## src/rtl/atu_viol_capture.sv

```systemverilog
module atu_viol_capture #(
  parameter int NPORTS    = 11,
  parameter int DB_W      = 12,
  parameter int MAC_W     = 48,
  parameter int SRC_W     = 4,
  parameter int OP_W      = 3,
  parameter int BUSY_CYC  = 3,
  parameter int GETCLR_OP = 7
) (
  input  logic                    clk_i,
  input  logic                    rst_ni,
  input  logic                    ev_valid_i,
  input  logic [3:0]              ev_kind_i,
  input  logic [SRC_W-1:0]        ev_src_i,
  input  logic [DB_W-1:0]         ev_db_i,
  input  logic [MAC_W-1:0]        ev_mac_i,
  input  logic [NPORTS-1:0]       ev_pvec_i,
  input  logic                    cmd_wr_i,
  input  logic [OP_W-1:0]         cmd_op_i,
  output logic                    busy_o,
  output logic [3:0]              flags_o,
  output logic [SRC_W+NPORTS-1:0] res_data_o,
  output logic [MAC_W-1:0]        res_mac_o,
  output logic [DB_W-1:0]         res_db_o,
  output logic                    irq_o
);
  localparam int DATA_W = SRC_W + NPORTS;
  localparam int CNT_W  = $clog2(BUSY_CYC + 1);

  logic              held;
  logic [3:0]        h_kind;
  logic [SRC_W-1:0]  h_src;
  logic [DB_W-1:0]   h_db;
  logic [MAC_W-1:0]  h_mac;
  logic [NPORTS-1:0] h_pvec;
  logic [CNT_W-1:0]  cnt;

  logic accept, getclr, take;

  assign busy_o = (cnt != '0);
  assign accept = cmd_wr_i && !busy_o;
  assign getclr = accept && (cmd_op_i == OP_W'(GETCLR_OP));
  assign take   = ev_valid_i && (ev_kind_i != 4'b0) && (!held || getclr);
  assign irq_o  = held;

  always_ff @(posedge clk_i) begin
    if (!rst_ni) begin
      held   <= 1'b0;
      h_kind <= '0;
      h_src  <= '0;
      h_db   <= '0;
      h_mac  <= '0;
      h_pvec <= '0;
    end else if (take) begin
      held   <= 1'b1;
      h_kind <= ev_kind_i;
      h_src  <= ev_src_i;
      h_db   <= ev_db_i;
      h_mac  <= ev_mac_i;
      h_pvec <= ev_pvec_i;
    end else if (getclr) begin
      held <= 1'b0;
    end
  end

  always_ff @(posedge clk_i) begin
    if (!rst_ni) begin
      cnt        <= '0;
      flags_o    <= '0;
      res_data_o <= '0;
      res_mac_o  <= '0;
      res_db_o   <= '0;
    end else if (getclr) begin
      cnt        <= CNT_W'(BUSY_CYC);
      flags_o    <= held ? h_kind : 4'b0;
      res_data_o <= held ? {h_pvec, h_src} : DATA_W'(0);
      res_mac_o  <= held ? h_mac : '0;
      res_db_o   <= held ? h_db : '0;
    end else begin
      if (accept) flags_o <= 4'b0;
      if (busy_o) cnt <= cnt - 1'b1;
    end
  end


  ev_sets_irq_chk: assert property (@(posedge clk_i) disable iff (!rst_ni)
    (ev_valid_i && ev_kind_i != 4'b0) |=> irq_o);


  held_stable_chk: assert property (@(posedge clk_i) disable iff (!rst_ni)
    (held && !getclr) |=> ($stable(h_mac) && $stable(h_kind) && $stable(h_src)));


  irq_drop_chk: assert property (@(posedge clk_i) disable iff (!rst_ni)
    (getclr && !(ev_valid_i && ev_kind_i != 4'b0)) |=> !irq_o);


  flags_clear_chk: assert property (@(posedge clk_i) disable iff (!rst_ni)
    (accept && cmd_op_i != OP_W'(GETCLR_OP)) |=> (flags_o == 4'b0 && $stable(res_mac_o)));


  empty_zero_chk: assert property (@(posedge clk_i) disable iff (!rst_ni)
    (getclr && !irq_o) |=> (flags_o == 4'b0 && res_data_o == '0 && res_mac_o == '0));


  busy_ignore_chk: assert property (@(posedge clk_i) disable iff (!rst_ni)
    (busy_o && cmd_wr_i) |=> ($stable(flags_o) && $stable(res_mac_o) && $stable(res_db_o)));

  generate
    if (BUSY_CYC >= 2) begin : g_busy_len

      busy_hold_chk: assert property (@(posedge clk_i) disable iff (!rst_ni)
        $rose(busy_o) |=> busy_o);
    end
  endgenerate
endmodule

```

## config.mk

```make
export PLATFORM = sky130hd
export DESIGN_NAME = atu_viol_capture
export DESIGN_NICKNAME = d
export VERILOG_FILES = /design/src/rtl/atu_viol_capture.sv
export SDC_FILE = /design/constraint.sdc
export NUM_CORES = 1
export LEC_CHECK = 0
export ABC_CLOCK_PERIOD_IN_PS = 1800
export BUFFER_PORTS_ARGS = -buffer_cell sky130_fd_sc_hd__clkbuf_2
export CAP_MARGIN = 20
export CORE_MARGIN = 2
export CORE_UTILIZATION = 35
export CTS_CLUSTER_SIZE = 30
export DETAILED_ROUTE_END_ITERATION = 6
export SLEW_MARGIN = 20
export SYNTH_ARGS = -nofsm -noshare
export SYNTH_HDL_FRONTEND = slang
export SYNTH_SLANG_ARGS = --single-unit
```

## constraint.sdc

```tcl
create_clock -name clk_i -period 1.8 [get_ports clk_i]
set_input_delay 0.36 -clock clk_i [delete_from_list [all_inputs] [get_ports clk_i]]
set_output_delay 0.36 -clock clk_i [all_outputs]
set_load 0.005 [all_outputs]
```

==> key figures, run 1 <==
Global routing
  – GRT overflow: 0
  – Vias in the first global route: 4750
  – Pin count of the biggest net entering global routing: 60
  – Antenna violations before repair: 0
  – First-pass GRT wire length: 23.8 mm
  – Gr usage total: 0.160

Floorplan
  – Placement Rows: 48
  – Die height: 138 um
  – Die area: 19000 sq um
  – Io pins: 167
  – Core ar.: 17400 sq um
  – Starting Density: 0.361
  – Die width: 138 um

Worst setup path
  – Arrival @ worst endpoint: 1.96 ns
  – Crit. End Element: flip-flop
  – Crit path buf inv count: 2
  – Top delay family on crit path: simple AND/OR/NAND/NOR gates
  – Worst Path Required: 2.13 ns
  – Slowest-stage cell, CP: dfxtp_1
  – Worst path cell trace: inv_1 > ha_2 > nand2_1 > nor2b_4 > buf_12 > nand3_1 > a21boi_0
  – Worst Path Max Fanout: 32
  – Startpoint types: flip-flop
  – Critical path class: flip-flop to flip-flop
  – Worst path max stage delay: 0.32 ns

Yosys
  – Net Count, Synth: 795
  – Post-synth top area share: 0.513
  – Post-synth cell types: 22
  – Largest cells by area after synthesis: dfxtp_1, nand2_1, mux2i_1
  – Synth Register Bits: 161
  – Synthesis Warnings: 0
  – Post-synthesis average cell area: 8.88 sq um
  – Yosys top cell by area: dfxtp_1
  – Register area share after synthesis: 0.513
  – Synth Instances: 708
  – Cell Area, Synth: 6280 sq um

Layout
  – Most frequent cells in the layout: nand2_1, clkbuf_2, dfxtp_1
  – Post-Layout Cell Count: 1086
  – Commonest non-fill, non-tap cell in the layout: nand2_1
  – Final #Nets: 937
  – Area growth, synth to finish: 27.6%
  – Fraction of layout cells with a size suffix above 1: 0.249
  – Final core utilization: 0.460
  – Diodes inserted: 0
  – Final Cell Area: 8020 sq um

Routing
  – Vias/cell: 4.76
  – DR WL/cell: 14.2 um
  – Routed wire length: 15.4 mm
  – Post-route ant nets: 0
  – DR vias: 5172
  – First-pass iteration count of the detailed router: 4
  – Residual DRC: 0
  – First-iteration detailed-routing DRC count: 210

Power
  – P_leak: 3.33 nW
  – Maximum vdd ir drop: 0.788 mV
  – Pwr dens: 1050 nW/um^2

Timing
  – RSZ-0062 raised after global routing: no
  – Minimum clock period: 1.63 ns
  – Crit share post-route: 0.907
  – Max-slew headroom: 0.731
  – Fin Hold WS: 0.171 ns
  – Setup TNS: 0 ns
  – Clk_skew: 0.00589 ns
  – Slew @ Worst Pin: 0.403 ns
  – Final setup fails: 0
  – Final hold viol count: 0
  – Final Max Tran Viols: 0
  – Fmax: 613 MHz

Clocking
  – # clock sinks: 161
  – Clk buf depth: 2
  – Hold-fix buffers, CTS: 0
  – CTS Root Cell: clkbuf_16
  – Cts bufs inserted: 17
  – Reg clk slew, reported paths: 0.06 ns
  – CTS tree: yes
  – H-Tree Depth: 4
  – Clk_lat worst skew: 0.41 ns

Place
  – Final Wtd Congestion: 0.715
  – # placed instances: 1055
  – DP HPWL: 9.61 mm
  – IO Port Bufs: 166
  – Post-placement cell area: 7390 sq um

Run
  – Max-cap viol count: 0

Status
  – Status: finished clean

Hold path
  – Class of the worst hold path: input pin to flip-flop
## area by class of cell
type	instances	area, sq um
well taps	225	282
repair buffers	184	1100
clock inverters	5	128
flip-flops and latches	161	3220
clock buffers	25	475
multi-input cells	483	2800
fillers	1716	9400
inverters	3	11.3
## through the flow
stage	total power, W	setup slack, ns
after floorplan	0.00441	0.277
after global placement	0.00473	0.129
after detailed placement	0.00475	0.0722
after CTS	0.00852	0.0492
after global routing	0.00878	0.0447
final	0.00841	0.168
## synth_stat cells
| cell type | count |
|---|---|
| mux2i_1 | 79 |
| buf_4 | 7 |
| and3_1 | 1 |
| a21boi_1 | 8 |
| o311a_1 | 1 |
| nand3_2 | 1 |
| nor2b_1 | 5 |
| a21oi_1 | 1 |
| xor2_1 | 1 |
| clkbuf_1 | 39 |
| a21boi_0 | 69 |
| ha_1 | 1 |
| o41ai_2 | 1 |
| inv_1 | 3 |
| nand3_1 | 75 |
| a32oi_1 | 4 |
| o21ai_0 | 1 |
| buf_1 | 3 |
| nand2_1 | 235 |
| buf_6 | 2 |
| buf_2 | 10 |
| dfxtp_1 | 161 |
## cells by family (layout without fill, tap and decap cells)
family | after synthesis | in the layout | share of synthesized area
fa+ha+maj | 1 | 1 | 0.00199
mux | 79 | 79 | 0.126
simple gates | 317 | 317 | 0.208
flops | 161 | 161 | 0.513
xor+xnor | 1 | 1 | 0.00139
buf+inv | 64 | 217 | 0.0468
compound gates | 85 | 85 | 0.103
## state kept, by name (all words and copies together), names as in the netlist, 4 cells and up
signal      cells
flags_o         4
h_db           12
h_kind          4
h_mac          48
h_pvec         11
h_src           4
res_data_o     15
res_db_o       12
res_mac_o      48
## power breakdown
group          total [W]  switching [W]  internal [W]
Clock            0.00374        0.00136       0.00238
Combinational   0.000875       0.000495      0.000380
Sequential       0.00379      0.0000765       0.00372
Total            0.00841        0.00193       0.00648
## timing repair
item	in CTS	in global routing
setup endpoints to repair	0	11
setup buffers	0	0
gates resized for setup	0	1
## worst register-to-register path, delay by kind of cell (launching register included)
kind	cells	cell delay, ns
and+or+nand+nor	3	0.50
DFF	1	0.32
buffers and inverters	2	0.29
AOI/OAI and AO/OA	1	0.21
adders and majority gates	1	0.23
## per-layer routing
layer | track usage | up-vias | wire, um
met5 | 0 | - | 0
met4 | 0.0425 | 0 | 104
met3 | 0.0450 | 5 | 767
met2 | 0.259 | 119 | 7070
met1 | 0.208 | 2419 | 7480
li1 | - | 2629 | -
## worst paths after layout
check | start | to | slack (ns) | cells past startpoint
max reg2reg | cnt[0] | res_mac_o[9] | 0.17 | 7
min reg2reg | res_data_o[13] | res_data_o[13] | 0.45 | 2
min | ev_mac_i[12] | h_mac[12] | 0.17 | 3
max | cnt[0] | res_mac_o[9] | 0.17 | 7
(Power assumes the default switching activity.)
==> run 2: changes to the inputs <==
Settings changed: CTS_BUF_LIST from default to sky130_fd_sc_hd__clkbuf_8.
==> key figures, run 2 (synthesized netlist as in run 1, its figures left out) <==
Status
  – Status: finished clean (unchanged)

Place
  – Final Wtd Congestion: 0.715 (unchanged)
  – IO Port Bufs: 166 (unchanged)
  – Post-placement cell area: 7390 sq um (unchanged)
  – DP HPWL: 9.61 mm (unchanged)

Clocking
  – Setup bufs post-CTS: 0 (unchanged)
  – Clk_lat worst skew: 0.45 ns (was 0.41 ns)
  – Clk buf depth: 2 (unchanged)
  – Cts bufs inserted: 17 (unchanged)
  – Reg clk slew, reported paths: 0.09 ns (was 0.06 ns)
  – H-Tree Depth: 4 (unchanged)
  – CTS Root Cell: clkbuf_8 (was clkbuf_16)
  – Gates resized, CTS repair: 0 (unchanged)
  – # clock sinks: 161 (unchanged)
  – Hold-fix buffers, CTS: 0 (unchanged)
  – CTS tree: yes (unchanged)

Worst setup path
  – Reg2Reg Launch Point: cnt[0] (unchanged)
  – FF-to-FF path depth: 7 (unchanged)
  – Worst path cell trace: inv_1 > ha_2 > inv_1 > clkbuf_2 (was inv_1 > ha_2 > nand2_1 > nor2b_4 > buf_12 > nand3_1 > a21boi_0)
  – Critical path class: flip-flop to primary output (was flip-flop to flip-flop)
  – Top delay family on crit path: flip-flops (was simple AND/OR/NAND/NOR gates)
  – Worst Path Required: 1.44 ns (was 2.13 ns)
  – Slowest-stage cell, CP: dfxtp_1 (unchanged)
  – Reg2reg end: res_mac_o[0] (was res_mac_o[9])
  – Worst Path Max Fanout: 4 (was 32)
  – Arrival @ worst endpoint: 1.29 ns (was 1.96 ns)
  – Worst path max stage delay: 0.35 ns (was 0.32 ns)
  – Startpoint types: flip-flop (unchanged)
  – Most used cell along the critical path: inv_1
  – Crit. End Element: primary output (was flip-flop)
  – Crit path buf inv count: 3 (was 2)
  – Worst reg2reg setup slack: 0.17 ns (about the same)

Floorplan
  – Starting Density: 0.361 (unchanged)
  – Placement Rows: 48 (unchanged)
  – Core ar.: 17400 sq um (unchanged)
  – Die height: 138 um (unchanged)
  – Die area: 19000 sq um (unchanged)
  – Io pins: 167 (unchanged)
  – Die width: 138 um (unchanged)

Layout
  – Most frequent cells in the layout: nand2_1, clkbuf_2, dfxtp_1 (unchanged)
  – Final #Nets: 937 (unchanged)
  – Fraction of layout cells with a size suffix above 1: 0.249 (unchanged)
  – Area growth, synth to finish: 24.6% (was 27.6%)
  – Diodes inserted: 0 (unchanged)
  – Final Cell Area: 7830 sq um (was 8020 sq um)
  – Final core utilization: 0.449 (was 0.460)
  – Commonest non-fill, non-tap cell in the layout: nand2_1 (unchanged)
  – Biggest regs: h_mac x48, res_mac_o x48, res_data_o x15 (unchanged)

Power
  – Maximum vdd ir drop: 0.551 mV (was 0.788 mV)
  – Pwr dens: 954 nW/um^2 (was 1050 nW/um^2)
  – P_leak: 3.26 nW (was 3.33 nW)

Hold path
  – Worst Hold Launch: ev_db_i[9] (was ev_mac_i[12])
  – Hold depth: 3 (unchanged)
  – Hold Crit Endpoint: h_db[9] (was h_mac[12])
  – Class of the worst hold path: input pin to flip-flop (unchanged)

Global routing
  – GRT overflow: 0 (unchanged)
  – Vias in the first global route: 4760 (was 4750)
  – First-pass GRT wire length: 23.8 mm (unchanged)
  – Antenna violations before repair: 0 (unchanged)
  – Pin count of the biggest net entering global routing: 60 (unchanged)
  – Gr usage total: 0.161 (was 0.160)

Routing
  – DR WL/cell: 14.2 um (about the same)
  – First-pass iteration count of the detailed router: 4 (unchanged)
  – Routed wire length: 15.4 mm (about the same)
  – DR vias: 5175 (was 5172)
  – Post-route ant nets: 0 (unchanged)
  – First-iteration detailed-routing DRC count: 214 (was 210)
  – Vias/cell: 4.77 (was 4.76)
  – Residual DRC: 0 (unchanged)

Timing
  – Setup TNS: 0 ns (unchanged)
  – Minimum clock period: 1.65 ns (was 1.63 ns)
  – RSZ-0062 raised after global routing: no (unchanged)
  – Crit share post-route: 0.914 (was 0.907)
  – Final Max Tran Viols: 0 (unchanged)
  – Fmax: 608 MHz (was 613 MHz)
  – Final setup fails: 0 (unchanged)
  – Final hold viol count: 0 (unchanged)
  – Slew @ Worst Pin: 0.403 ns (about the same)
  – Max-slew headroom: 0.731 (about the same)
  – Clk_skew: 0.0140 ns (was 0.00589 ns)

Run
  – Max-cap viol count: 0 (unchanged)
run 2: cell count changes in the layout (fill, tap and decap cells not counted), sizes merged:
cell / change
inv: +6
clkbuf: -6
run 2: stage by stage:
step	instances	power, W	setup slack, ns	hold slack, ns
6_report	1086	0.00747	0.155	0.132
5_1_grt	1086	0.00784	0.0348	0.101
4_1_cts	1085	0.00757	0.0232	0.100
3_5_place_dp	1055	0.00475	0.0722	0.447
3_3_place_gp	1055	0.00473	0.129	0.439
2_1_floorplan	708	0.00441	0.277	0.435
run 2: area by class of cell:
type                    instances  area, sq um
clock inverters                11          150
repair buffers                184         1100
fillers                      1733         9590
flip-flops and latches        161         3220
inverters                       3         11.3
clock buffers                  19          262
multi-input cells             483         2800
well taps                     225          282
run 2: worst max-delay path by stage:
stage                      start            to  slack [ns]  cells after the start
final                     cnt[0]        busy_o        0.15                      4
after global routing      cnt[1]  res_mac_o[0]        0.03                      7
after CTS                 cnt[0]        busy_o        0.02                      4
after detailed placement  cnt[0]  res_mac_o[0]        0.07                      7
after global placement    cnt[0]  res_mac_o[1]        0.13                      7
after floorplan           cnt[0]     h_mac[28]        0.28                      8
run 2: power breakdown:
part | switching [W] | internal (W)
Combinational | 0.000494 | 0.000380
Sequential | 0.0000772 | 0.00371
Clock | 0.00126 | 0.00154
Total | 0.00183 | 0.00563
run 2: metal layers:
layer | GRT usage | share of wire | vias up
met5 | 0 | 0 | -
met4 | 0.0561 | 0.012 | 0
met3 | 0.0439 | 0.050 | 13
met2 | 0.258 | 0.45 | 118
met1 | 0.208 | 0.49 | 2412
li1 | - | - | 2632
run 2: worst min-delay path, stage by stage:
cell	delay [ns]
clkbuf_2	0.08
nand2_1	0.04
mux2i_1	0.05
==> run 3: changes to the inputs <==
Settings changed: ABC_CLOCK_PERIOD_IN_PS 1800 to 1600.
Clock period 1.8 ns to 1.6 ns, I/O delays scaled along.
==> key figures, run 3 (synthesized netlist as in run 1, its figures left out) <==
Layout
  – Biggest regs: h_mac x48, res_mac_o x48, res_data_o x15 (unchanged)
  – Commonest non-fill, non-tap cell in the layout: nand2_1 (unchanged)
  – Diodes inserted: 0 (unchanged)
  – Most frequent cells in the layout: nand2_1, clkbuf_2, dfxtp_1 (unchanged)
  – Fraction of layout cells with a size suffix above 1: 0.312 (was 0.249)
  – Area growth, synth to finish: 35.1% (was 24.6%)
  – Post-Layout Cell Count: 1120 (was 1086)
  – Final #Nets: 972 (was 937)
  – Layout filler cell count: 1687 (was 1733)

Routing
  – Routed wire length: 17.6 mm (was 15.4 mm)
  – First-iteration detailed-routing DRC count: 287 (was 214)
  – First-pass iteration count of the detailed router: 4 (unchanged)
  – DR WL/cell: 15.7 um (was 14.2 um)
  – DR vias: 5357 (was 5175)
  – Vias/cell: 4.78 (was 4.77)
  – Post-route ant nets: 0 (unchanged)
  – Residual DRC: 0 (unchanged)

Global routing
  – GRT busiest layer: met2 (unchanged)
  – Vias in the first global route: 4850 (was 4760)
  – Antenna violations before repair: 0 (unchanged)
  – Met2 global-route usage: 0.263 (was 0.258)
  – Gr usage total: 0.164 (was 0.161)
  – GRT overflow: 0 (unchanged)
  – Pin count of the biggest net entering global routing: 55 (was 60)
  – First-pass GRT wire length: 24.4 mm (was 23.8 mm)
  – Met3 Use GR: 0.0464 (was 0.0439)
  – Met1 Use GR: 0.217 (was 0.208)

Place
  – DP HPWL: 9.75 mm (was 9.61 mm)
  – # placed instances: 1063 (was 1055)
  – Final Wtd Congestion: 0.716 (was 0.715)
  – IO Port Bufs: 166 (unchanged)

Power
  – Maximum vdd ir drop: 0.576 mV (was 0.551 mV)
  – Net Sw Frac: 0.259 (was 0.245)
  – Internal power: 0.00638 W (was 0.00563 W)
  – Switch Pwr: 0.00223 W (was 0.00183 W)
  – Clock share of power: 0.335 (was 0.375)
  – Pwr dens: 1010 nW/um^2 (was 954 nW/um^2)
  – P_leak: 3.54 nW (was 3.26 nW)
  – Combinational cell fraction of total power: 0.168 (was 0.117)
  – Seq pwr share: 0.497 (was 0.508)

Clocking
  – Cts bufs inserted: 17 (unchanged)
  – CTS Root Cell: clkbuf_8 (unchanged)
  – # clock sinks: 161 (unchanged)
  – Hold-fix buffers, CTS: 0 (unchanged)
  – CTS tree: yes (unchanged)
  – H-Tree Depth: 4 (unchanged)
  – Clk_lat worst skew: 0.46 ns (was 0.45 ns)
  – Clk buf depth: 2 (unchanged)
  – Reg clk slew, reported paths: 0.09 ns (about the same)

Timing
  – Clk_skew: 0.0168 ns (was 0.0140 ns)
  – Slew @ Worst Pin: 0.299 ns (was 0.403 ns)
  – Final hold viol count: 0 (unchanged)
  – Setup TNS: 0 ns (unchanged)
  – Final setup fails: 0 (unchanged)
  – Crit share post-route: 0.993
  – Fmax: 629 MHz
  – Max-slew headroom: 0.799 (was 0.731)
  – Final Max Tran Viols: 0 (unchanged)
  – Minimum clock period: 1.59 ns
  – RSZ-0062 raised after global routing: yes (was no)

Floorplan
  – Starting Density: 0.361 (unchanged)
  – Die width: 138 um (unchanged)
  – Io pins: 167 (unchanged)
  – Core ar.: 17400 sq um (unchanged)
  – Die height: 138 um (unchanged)
  – Placement Rows: 48 (unchanged)
  – Die area: 19000 sq um (unchanged)

Status
  – Status: finished clean (unchanged)

Worst setup path
  – Reg2reg end: res_data_o[6] (was res_mac_o[0])
  – Critical path class: flip-flop to primary output (unchanged)
  – Slowest-stage cell, CP: dfxtp_2 (was dfxtp_1)
  – Most used cell along the critical path: inv_2 (was inv_1)
  – Reg2Reg Launch Point: cnt[0] (unchanged)
  – Worst path cell trace: inv_2 > ha_4 > buf_4 > inv_2 > buf_6 (was inv_1 > ha_2 > inv_1 > clkbuf_2)
  – Arrival @ worst endpoint: 1.27 ns (was 1.29 ns)
  – FF-to-FF path depth: 9 (was 7)
  – Worst Path Max Fanout: 2 (was 4)
  – Worst Path Required: 1.28 ns (was 1.44 ns)
  – Worst reg2reg setup slack: 0.02 ns (was 0.17 ns)
  – Worst path max stage delay: 0.34 ns (was 0.35 ns)
  – Crit. End Element: primary output (unchanged)
  – Startpoint types: flip-flop (unchanged)

Hold path
  – Hold depth: 3 (unchanged)
  – Class of the worst hold path: input pin to flip-flop (unchanged)
  – Hold Crit Endpoint: h_mac[31] (was h_db[9])
  – Worst Hold Launch: ev_mac_i[31] (was ev_db_i[9])

Run
  – Max-cap viol count: 0 (unchanged)
==> run 3: worst max-delay path: cells and delay by family (launching register included) <==
kind / cells / cell delay [ns]
adder cells (fa/ha/maj): 1 / 0.15
flip-flops: 1 / 0.34
buffers and inverters: 4 / 0.33
==> run 3: timing repair <==
action	in CTS	in global routing
gates cloned	1	18
endpoints found under the hold margin	0	0
setup buffers	2	7
pin swaps	2	40
resized for setup	5	77
setup endpoints to repair	3	140
==> run 3: worst max path at each step <==
stage | end | cells past startpoint | slack (ns) | startpoint
6_report | busy_o | 5 | 0.01 | cnt[0]
5_1_grt | busy_o | 5 | -0.06 | cnt[0]
4_1_cts | busy_o | 5 | -0.02 | cnt[1]
3_5_place_dp | res_db_o[6] | 7 | -0.03 | cmd_op_i[2]
3_3_place_gp | h_pvec[1] | 6 | -0.0001 | ev_kind_i[3]
2_1_floorplan | h_mac[28] | 8 | 0.08 | cnt[0]
==> run 3: per-layer routing <==
metal | vias up | wire [um]
met2 | 127 | 8330
met4 | 0 | 141
met3 | 9 | 874
met1 | 2524 | 8280
met5 | - | 0
li1 | 2697 | -
==> run 3: power groups by stage <==
stage / sequential (W) / clock [W] / combinational (W)
floorplan: 0.00434 / 0 / 0.000621
global placement: 0.00435 / 0 / 0.00101
detailed placement: 0.00436 / 0 / 0.00102
CTS: 0.00427 / 0.00297 / 0.00110
global route: 0.00430 / 0.00315 / 0.00156
finish: 0.00428 / 0.00289 / 0.00145
==> run 3: cell type report <==
type,count,area [sq um],area share
tap,225,282,0.0332
clock inverter,9,95.1,0.0112
inverter,3,11.3,0.00133
clock buffer,20,275,0.0324
multi-input combinational,483,2930,0.345
timing repair buffer,219,1670,0.196
sequential,161,3230,0.380
==> run 3: stage by stage <==
stage / total power (W) / utilization / cell area [sq um] / hold slack (ns) / worst slack, ns
6_report: 0.00861 / 0.488 / 8490 / 0.0852 / 0.0113
5_1_grt: 0.00902 / 0.488 / 8490 / 0.0668 / -0.0570
4_1_cts: 0.00833 / 0.453 / 7880 / 0.0637 / -0.0226
3_5_place_dp: 0.00537 / 0.428 / 7460 / 0.445 / -0.0344
3_3_place_gp: 0.00536 / 0.428 / 7460 / 0.439 / -0.000115
2_1_floorplan: 0.00496 / - / 6280 / 0.435 / 0.0767
